## config.mk

```make
export PLATFORM = sky130hd
export DESIGN_NAME = sw_bcast_port
export DESIGN_NICKNAME = d
export VERILOG_FILES = /design/src/rtl/sw_port_pkg.sv /design/src/rtl/sw_sel_table.sv /design/src/rtl/sw_fwd_mux.sv /design/src/rtl/sw_in_mem.sv /design/src/rtl/sw_bcast_port.sv
export SDC_FILE = /design/constraint.sdc
export NUM_CORES = 1
export LEC_CHECK = 0
export ABC_AREA = 1
export BUFFER_PORTS_ARGS = -buffer_cell sky130_fd_sc_hd__buf_2
export CAP_MARGIN = 20
export CORE_MARGIN = 4
export CORE_UTILIZATION = 55
export DETAILED_ROUTE_END_ITERATION = 7
export PLACE_DENSITY = 0.8
export SLEW_MARGIN = 10
export SYNTH_ARGS = -nofsm -noshare
export SYNTH_HDL_FRONTEND = slang
export SYNTH_SLANG_ARGS = --single-unit
```

## constraint.sdc

```tcl
create_clock -name clk -period 5 [get_ports clk]
set_input_delay 1 -clock clk [delete_from_list [all_inputs] [get_ports clk]]
set_output_delay 1 -clock clk [all_outputs]
set_load 0.01 [all_outputs]
```

## src/rtl/sw_port_pkg.sv

```systemverilog
package sw_port_pkg;

  typedef enum logic {
    MODE_RANK = 1'b0,
    MODE_UNIT = 1'b1
  } sim_mode_e;

  // Half actually addressed: rank-order mode folds everything onto half A.
  function automatic logic eff_half(input logic unit_mode, input logic half);
    return unit_mode & half;
  endfunction

endpackage

```

## src/rtl/sw_sel_table.sv

```systemverilog
module sw_sel_table #(
  parameter int DEPTH = 64,
  parameter int SEL_W = 3,
  localparam int AW = $clog2(DEPTH)
) (
  input  logic             clk,
  input  logic             rst_n,
  input  logic             wr_i,
  input  logic [AW-1:0]    wr_addr_i,
  input  logic             wr_en_bit_i,
  input  logic [SEL_W-1:0] wr_sel_i,
  input  logic [AW-1:0]    rd_addr_i,
  output logic             rd_en_bit_o,
  output logic [SEL_W-1:0] rd_sel_o
);

  logic             en_q  [DEPTH];
  logic [SEL_W-1:0] sel_q [DEPTH];

  always_ff @(posedge clk) begin
    if (!rst_n) begin
      for (int i = 0; i < DEPTH; i++) begin
        en_q[i]  <= 1'b0;
        sel_q[i] <= '0;
      end
    end else if (wr_i) begin
      en_q[wr_addr_i]  <= wr_en_bit_i;
      sel_q[wr_addr_i] <= wr_sel_i;
    end
  end

  // Table is read in the same cycle the step is presented.
  assign rd_en_bit_o = en_q[rd_addr_i];
  assign rd_sel_o    = sel_q[rd_addr_i];

endmodule

```

## src/rtl/sw_fwd_mux.sv

```systemverilog
module sw_fwd_mux #(
  parameter int NPROC = 6,
  parameter int VW    = 2,
  localparam int SEL_W = (NPROC > 1) ? $clog2(NPROC) : 1
) (
  input  logic [NPROC*VW-1:0] res_i,
  input  logic                en_i,
  input  logic [SEL_W-1:0]    sel_i,
  output logic                hit_o,
  output logic [VW-1:0]       val_o
);

  logic [VW-1:0] lane [NPROC];

  for (genvar p = 0; p < NPROC; p++) begin : g_lane
    assign lane[p] = res_i[p*VW +: VW];
  end

  // One-hot match per lane; codes beyond the last lane match nothing.
  always_comb begin
    hit_o = 1'b0;
    val_o = '0;
    for (int p = 0; p < NPROC; p++) begin
      if (en_i && (sel_i == SEL_W'(p))) begin
        hit_o = 1'b1;
        val_o = lane[p];
      end
    end
  end

endmodule

```

## src/rtl/sw_in_mem.sv

```systemverilog
module sw_in_mem #(
  parameter int VW = 2,
  parameter int AW = 6,
  localparam int MW = AW + 1,
  localparam int ENTRIES = 2 ** MW
) (
  input  logic          clk,
  input  logic          rst_n,
  input  logic          we_i,
  input  logic [MW-1:0] waddr_i,
  input  logic [VW-1:0] wdata_i,
  input  logic          rd_req_i,
  input  logic [MW-1:0] raddr_i,
  output logic          rd_vld_o,
  output logic [VW-1:0] rd_data_o
);

  logic [VW-1:0] mem_q [ENTRIES];

  always_ff @(posedge clk) begin
    if (!rst_n) begin
      for (int i = 0; i < ENTRIES; i++) mem_q[i] <= '0;
    end else if (we_i) begin
      mem_q[waddr_i] <= wdata_i;
    end
  end

  // Registered read: samples the array before this edge's write lands.
  always_ff @(posedge clk) begin
    if (!rst_n) begin
      rd_vld_o  <= 1'b0;
      rd_data_o <= '0;
    end else begin
      rd_vld_o <= rd_req_i;
      if (rd_req_i) rd_data_o <= mem_q[raddr_i];
    end
  end

endmodule

```

## src/rtl/sw_bcast_port.sv

```systemverilog
module sw_bcast_port
  import sw_port_pkg::*;
#(
  parameter int NPROC = 6,
  parameter int VW    = 2,
  parameter int DEPTH = 64,
  localparam int AW    = $clog2(DEPTH),
  localparam int SEL_W = (NPROC > 1) ? $clog2(NPROC) : 1,
  localparam int MW    = AW + 1
) (
  input  logic                clk,
  input  logic                rst_n,
  input  logic                step_vld_i,
  input  logic [AW-1:0]       step_i,
  input  logic [NPROC*VW-1:0] res_i,
  input  logic                mode_i,
  input  logic                phase_i,
  input  logic                cfg_we_i,
  input  logic [AW-1:0]       cfg_addr_i,
  input  logic                cfg_en_i,
  input  logic [SEL_W-1:0]    cfg_sel_i,
  input  logic                rd_req_i,
  input  logic [AW-1:0]       rd_addr_i,
  input  logic                rd_half_i,
  output logic                rd_vld_o,
  output logic [VW-1:0]       rd_data_o
);

  logic             tab_en;
  logic [SEL_W-1:0] tab_sel;
  logic             hit;
  logic [VW-1:0]    fwd_val;
  logic             wr_en;
  logic [MW-1:0]    wr_addr;
  logic [MW-1:0]    rd_addr;
  logic             unit_mode;

  assign unit_mode = (sim_mode_e'(mode_i) == MODE_UNIT);

  sw_sel_table #(.DEPTH(DEPTH), .SEL_W(SEL_W)) u_tab (
    .clk         (clk),
    .rst_n       (rst_n),
    .wr_i        (cfg_we_i),
    .wr_addr_i   (cfg_addr_i),
    .wr_en_bit_i (cfg_en_i),
    .wr_sel_i    (cfg_sel_i),
    .rd_addr_i   (step_i),
    .rd_en_bit_o (tab_en),
    .rd_sel_o    (tab_sel)
  );

  sw_fwd_mux #(.NPROC(NPROC), .VW(VW)) u_mux (
    .res_i (res_i),
    .en_i  (tab_en),
    .sel_i (tab_sel),
    .hit_o (hit),
    .val_o (fwd_val)
  );

  assign wr_en   = step_vld_i & hit;
  assign wr_addr = {eff_half(unit_mode, phase_i), step_i};
  assign rd_addr = {eff_half(unit_mode, rd_half_i), rd_addr_i};

  sw_in_mem #(.VW(VW), .AW(AW)) u_mem (
    .clk       (clk),
    .rst_n     (rst_n),
    .we_i      (wr_en),
    .waddr_i   (wr_addr),
    .wdata_i   (fwd_val),
    .rd_req_i  (rd_req_i),
    .raddr_i   (rd_addr),
    .rd_vld_o  (rd_vld_o),
    .rd_data_o (rd_data_o)
  );

endmodule

```

==> results.toml <==
[global_route]
grt_max_degree = 142
grt_usage_pct = 25.3
antenna_found_initial = 3
grt-ovfl-total = 0
first_global_vias = 20418
grt_pass1_wl_mm = 103

[outcome]
status = "complete, no violations"

[clock_network]
clk-insertion-delay-late_ns = 0.61
cts_tree = "built"
cts_sinks = 515
cts_resized = 0
cts_buffer_depth = 3
cts_root_buffer = "clkbuf_16"
cts_setup_buffers = 0
cts_hold_buf = 0
h-tree-depth = 2
path_clk_slew_ns = 0.06
cts_buffers = 53

[flow_run]
drv_cap = 0

[placed_design]
port_buffers = 44
dpl_worst_slack_ns = 0.590
place_area_um2 = 26600
dpl.hpwl_mm = 39.0
gp_congestion = 0.875

[timing]
maxSlewHeadroom_pct = 21.4
finalMaxSlewViolations = 0
setup_viol = 0
tns_ns = 0
tightest_slew_ns = 1.18
fin_ws_ns = 1.18
hold_violations = 0
skew_ns = 0.0291
fin_crit_ns = 3.82
period_share_pct = 76.3
rsz0062_at_grt = "false"
fmax_mhz = 262

[synth]
synth_seq_cells = 515
syn_nets = 3276
synthAdderAreaFrac_pct = 0
synth_compound_area_share_pct = 9.49
synthSimpleGateAreaFrac_pct = 25.1
synth_mux_area_share_pct = 0
synth_top_family_by_area = "simple AND/OR/NAND/NOR gates"
netlist.area_leader.share_pct = 51.3
synth_area_leaders = "edfxtp_1, nand2_1, nor2_1, o21ai_0, dfxtp_1"
ys_warn_count = 0
synthCells = 3234
synth-seq-area-share_pct = 56.5
synth_cell_type_count = 27
yosys.area_share.xor_xnor_pct = 0
synth_area_leader_cell = "edfxtp_1"
avgSynthCellArea_um2 = 8.10
netlist_area_um2 = 26200

[critical_path]
required_ns = 5.28
worst_r2r_path_depth = 16
startpoint_type = "input port"
slowest_stage = "o21ai_0"
critPathMaxStageDelay_ns = 0.46
reg2reg_slack_ns = 1.95
endpoint_kind = "flip-flop"
path_delay_family = "simple AND/OR/NAND/NOR gates"
worstSetupPathType = "in -> reg"
cp_common_cell = "nand2_1"
endpoint = "u_mem.mem_q[78][0]"
path_buf_inv = 5
critPathMaxFanout = 45
arrival_ns = 4.10
crit_cells = 19
path_cells = "buf_4, inv_4, buf_4, nand2_1, nand2_1, nand2_1, nand2_1, nand2_1, nand2_1, nand2_1, nand3_1, nor2_1, nor2_2, inv_2, nor2_2, nand2_2, inv_2, nand3_1, o21ai_0"
r2r-start = "u_tab.en_q[44]"
rr_endpoint = "u_mem.mem_q[78][0]"
critPathLaunch = "step_i[0]"

[floorplanning]
num_io_pins = 45
coreArea_um2 = 46900
fp-row-count = 79
die_y_um = 226
die_area_um2 = 51200
start_util_pct = 55.9
die_w_um = 226

[finish]
drive_above_1_share_pct = 6.01
fillers = 4011
area_delta_synth_final_pct = 8.09
fin_area_um2 = 28300
final_nets = 3208
finish.utilization_pct = 60.4

[route]
detail_route.wl_per_cell_um = 17.0
drc = 0
dr.pass1.iters = 6
antenna_left = 0
drt_wl_total_mm = 64.9
vias = 21241
drt_iter0_drc = 2268
via_per_inst = 5.56

[power_and_ir_drop]
clkPwrFrac_pct = 40.5
power.share.sequential_pct = 50.6
ir_worst_vdd_uv = 332
pwr-share-comb_pct = 8.8
p_switching_mw = 2.33
p_leak_nw = 12.9
switching_share_pct = 24.3
p_per_area_nw_per_um2 = 339
p_int_mw = 7.26

[worst_hold_path]
hp-class = "reg -> reg"
hold_start = "u_tab.en_q[38]"
## metrics by stage
step	power [mW]	hold WS, ns	instances
after floorplan	5.53	0.443	3234
after detailed placement	5.78	0.465	3716
after global routing	9.88	0.503	3819
after CTS	9.60	0.474	3815
after global placement	5.76	0.458	3715
final	9.59	0.479	3819
## state kept, by name, indices dropped and copies added (netlist names)
name / count
u_mem.mem_q: 256
u_tab.sel_q: 192
u_tab.en_q: 64
u_mem.rd_data_o: 2
u_mem.rd_vld_o: 1
## cell families (layout without fill, tap and decap cells)
kind of cell	count (synthesis)	count (layout)
flops	515	515
buf+inv	549	525
other cells	0	2
compound gates	472	472
simple gates	1698	1698
## how the worst min path moves through the flow
stage / slack (ns) / cells past startpoint / end
2_1_floorplan: 0.44 / 2 / u_tab.en_q[34]
3_3_place_gp: 0.46 / 2 / u_tab.en_q[32]
3_5_place_dp: 0.46 / 2 / u_tab.en_q[24]
4_1_cts: 0.47 / 2 / u_tab.en_q[24]
5_1_grt: 0.50 / 2 / u_tab.en_q[32]
6_report: 0.48 / 2 / u_tab.en_q[38]
## cell usage after synthesis
library cell  count
nand2_1        1042
nor2_1          531
edfxtp_1        448
o21ai_0         349
inv_1           319
clkbuf_1        127
nand3_1          95
o22ai_1          88
dfxtp_1          67
buf_4            42
buf_2            29
a21oi_1          16
buf_6            13
o21ai_1          13
nor3_1           10
buf_1             7
inv_2             7
o211ai_1          6
and2_1            4
clkinv_1          4
nand4_1           4
nor2_2            4
nor4_1            4
nand2_2           2
inv_4             1
nand3_2           1
nor3b_2           1
## routing by layer
layer	track usage, %	vias to the layer above	wire length (um)
li1	-	10283	-
met1	31.6	9734	24300
met2	44.7	1034	32100
met3	3.46	190	5900
met4	10.2	0	2550
met5	0	-	0
## worst register-to-register path: stages (launching register included)
cell	delay [ns]
dfxtp_1	0.31
inv_1	0.05
o21ai_0	0.17
nand2_1	0.07
nand2_1	0.06
nand2_1	0.05
nand2_1	0.10
nand2_1	0.05
nand3_1	0.12
nor2_1	0.10
nor2_2	0.28
inv_2	0.11
nor2_2	0.10
nand2_2	0.16
inv_2	0.15
nand3_1	0.38
o21ai_0	0.46
## layout make-up
class	count	area, um2	share of cell area (%)
sequential	515	14800	52.2
multi-input combinational	2170	9090	32.1
clock buffer	79	1510	5.31
inverter	331	1250	4.40
tap	607	759	2.68
timing repair buffer	95	737	2.60
clock inverter	20	179	0.632
antenna	2	5.00	0.0177
## power by group through the flow
stage / registers, mW / logic, mW / clock network, mW
finish: 4.86 / 0.848 / 3.89
global route: 4.87 / 0.933 / 4.08
detailed placement: 4.95 / 0.831 / 0
global placement: 4.94 / 0.820 / 0
floorplan: 4.93 / 0.602 / 0
CTS: 4.86 / 0.837 / 3.90
## cell usage in the layout, fill, tap and decap left out, types with 8 or more instances in the layout
cell type  count
nand2_1     1042
o22ai_1       88
clkbuf_16     54
buf_2         42
clkinv_1       8
clkbuf_1      19
edfxtp_1     448
buf_4         41
o21ai_0      349
nor2_1       531
clkinv_2      13
dfxtp_1       67
nor3_1        10
inv_1        317
buf_12        10
o21ai_1       13
a21oi_1       16
nand3_1       95
Note: power is estimated with default switching activity, not from simulation.
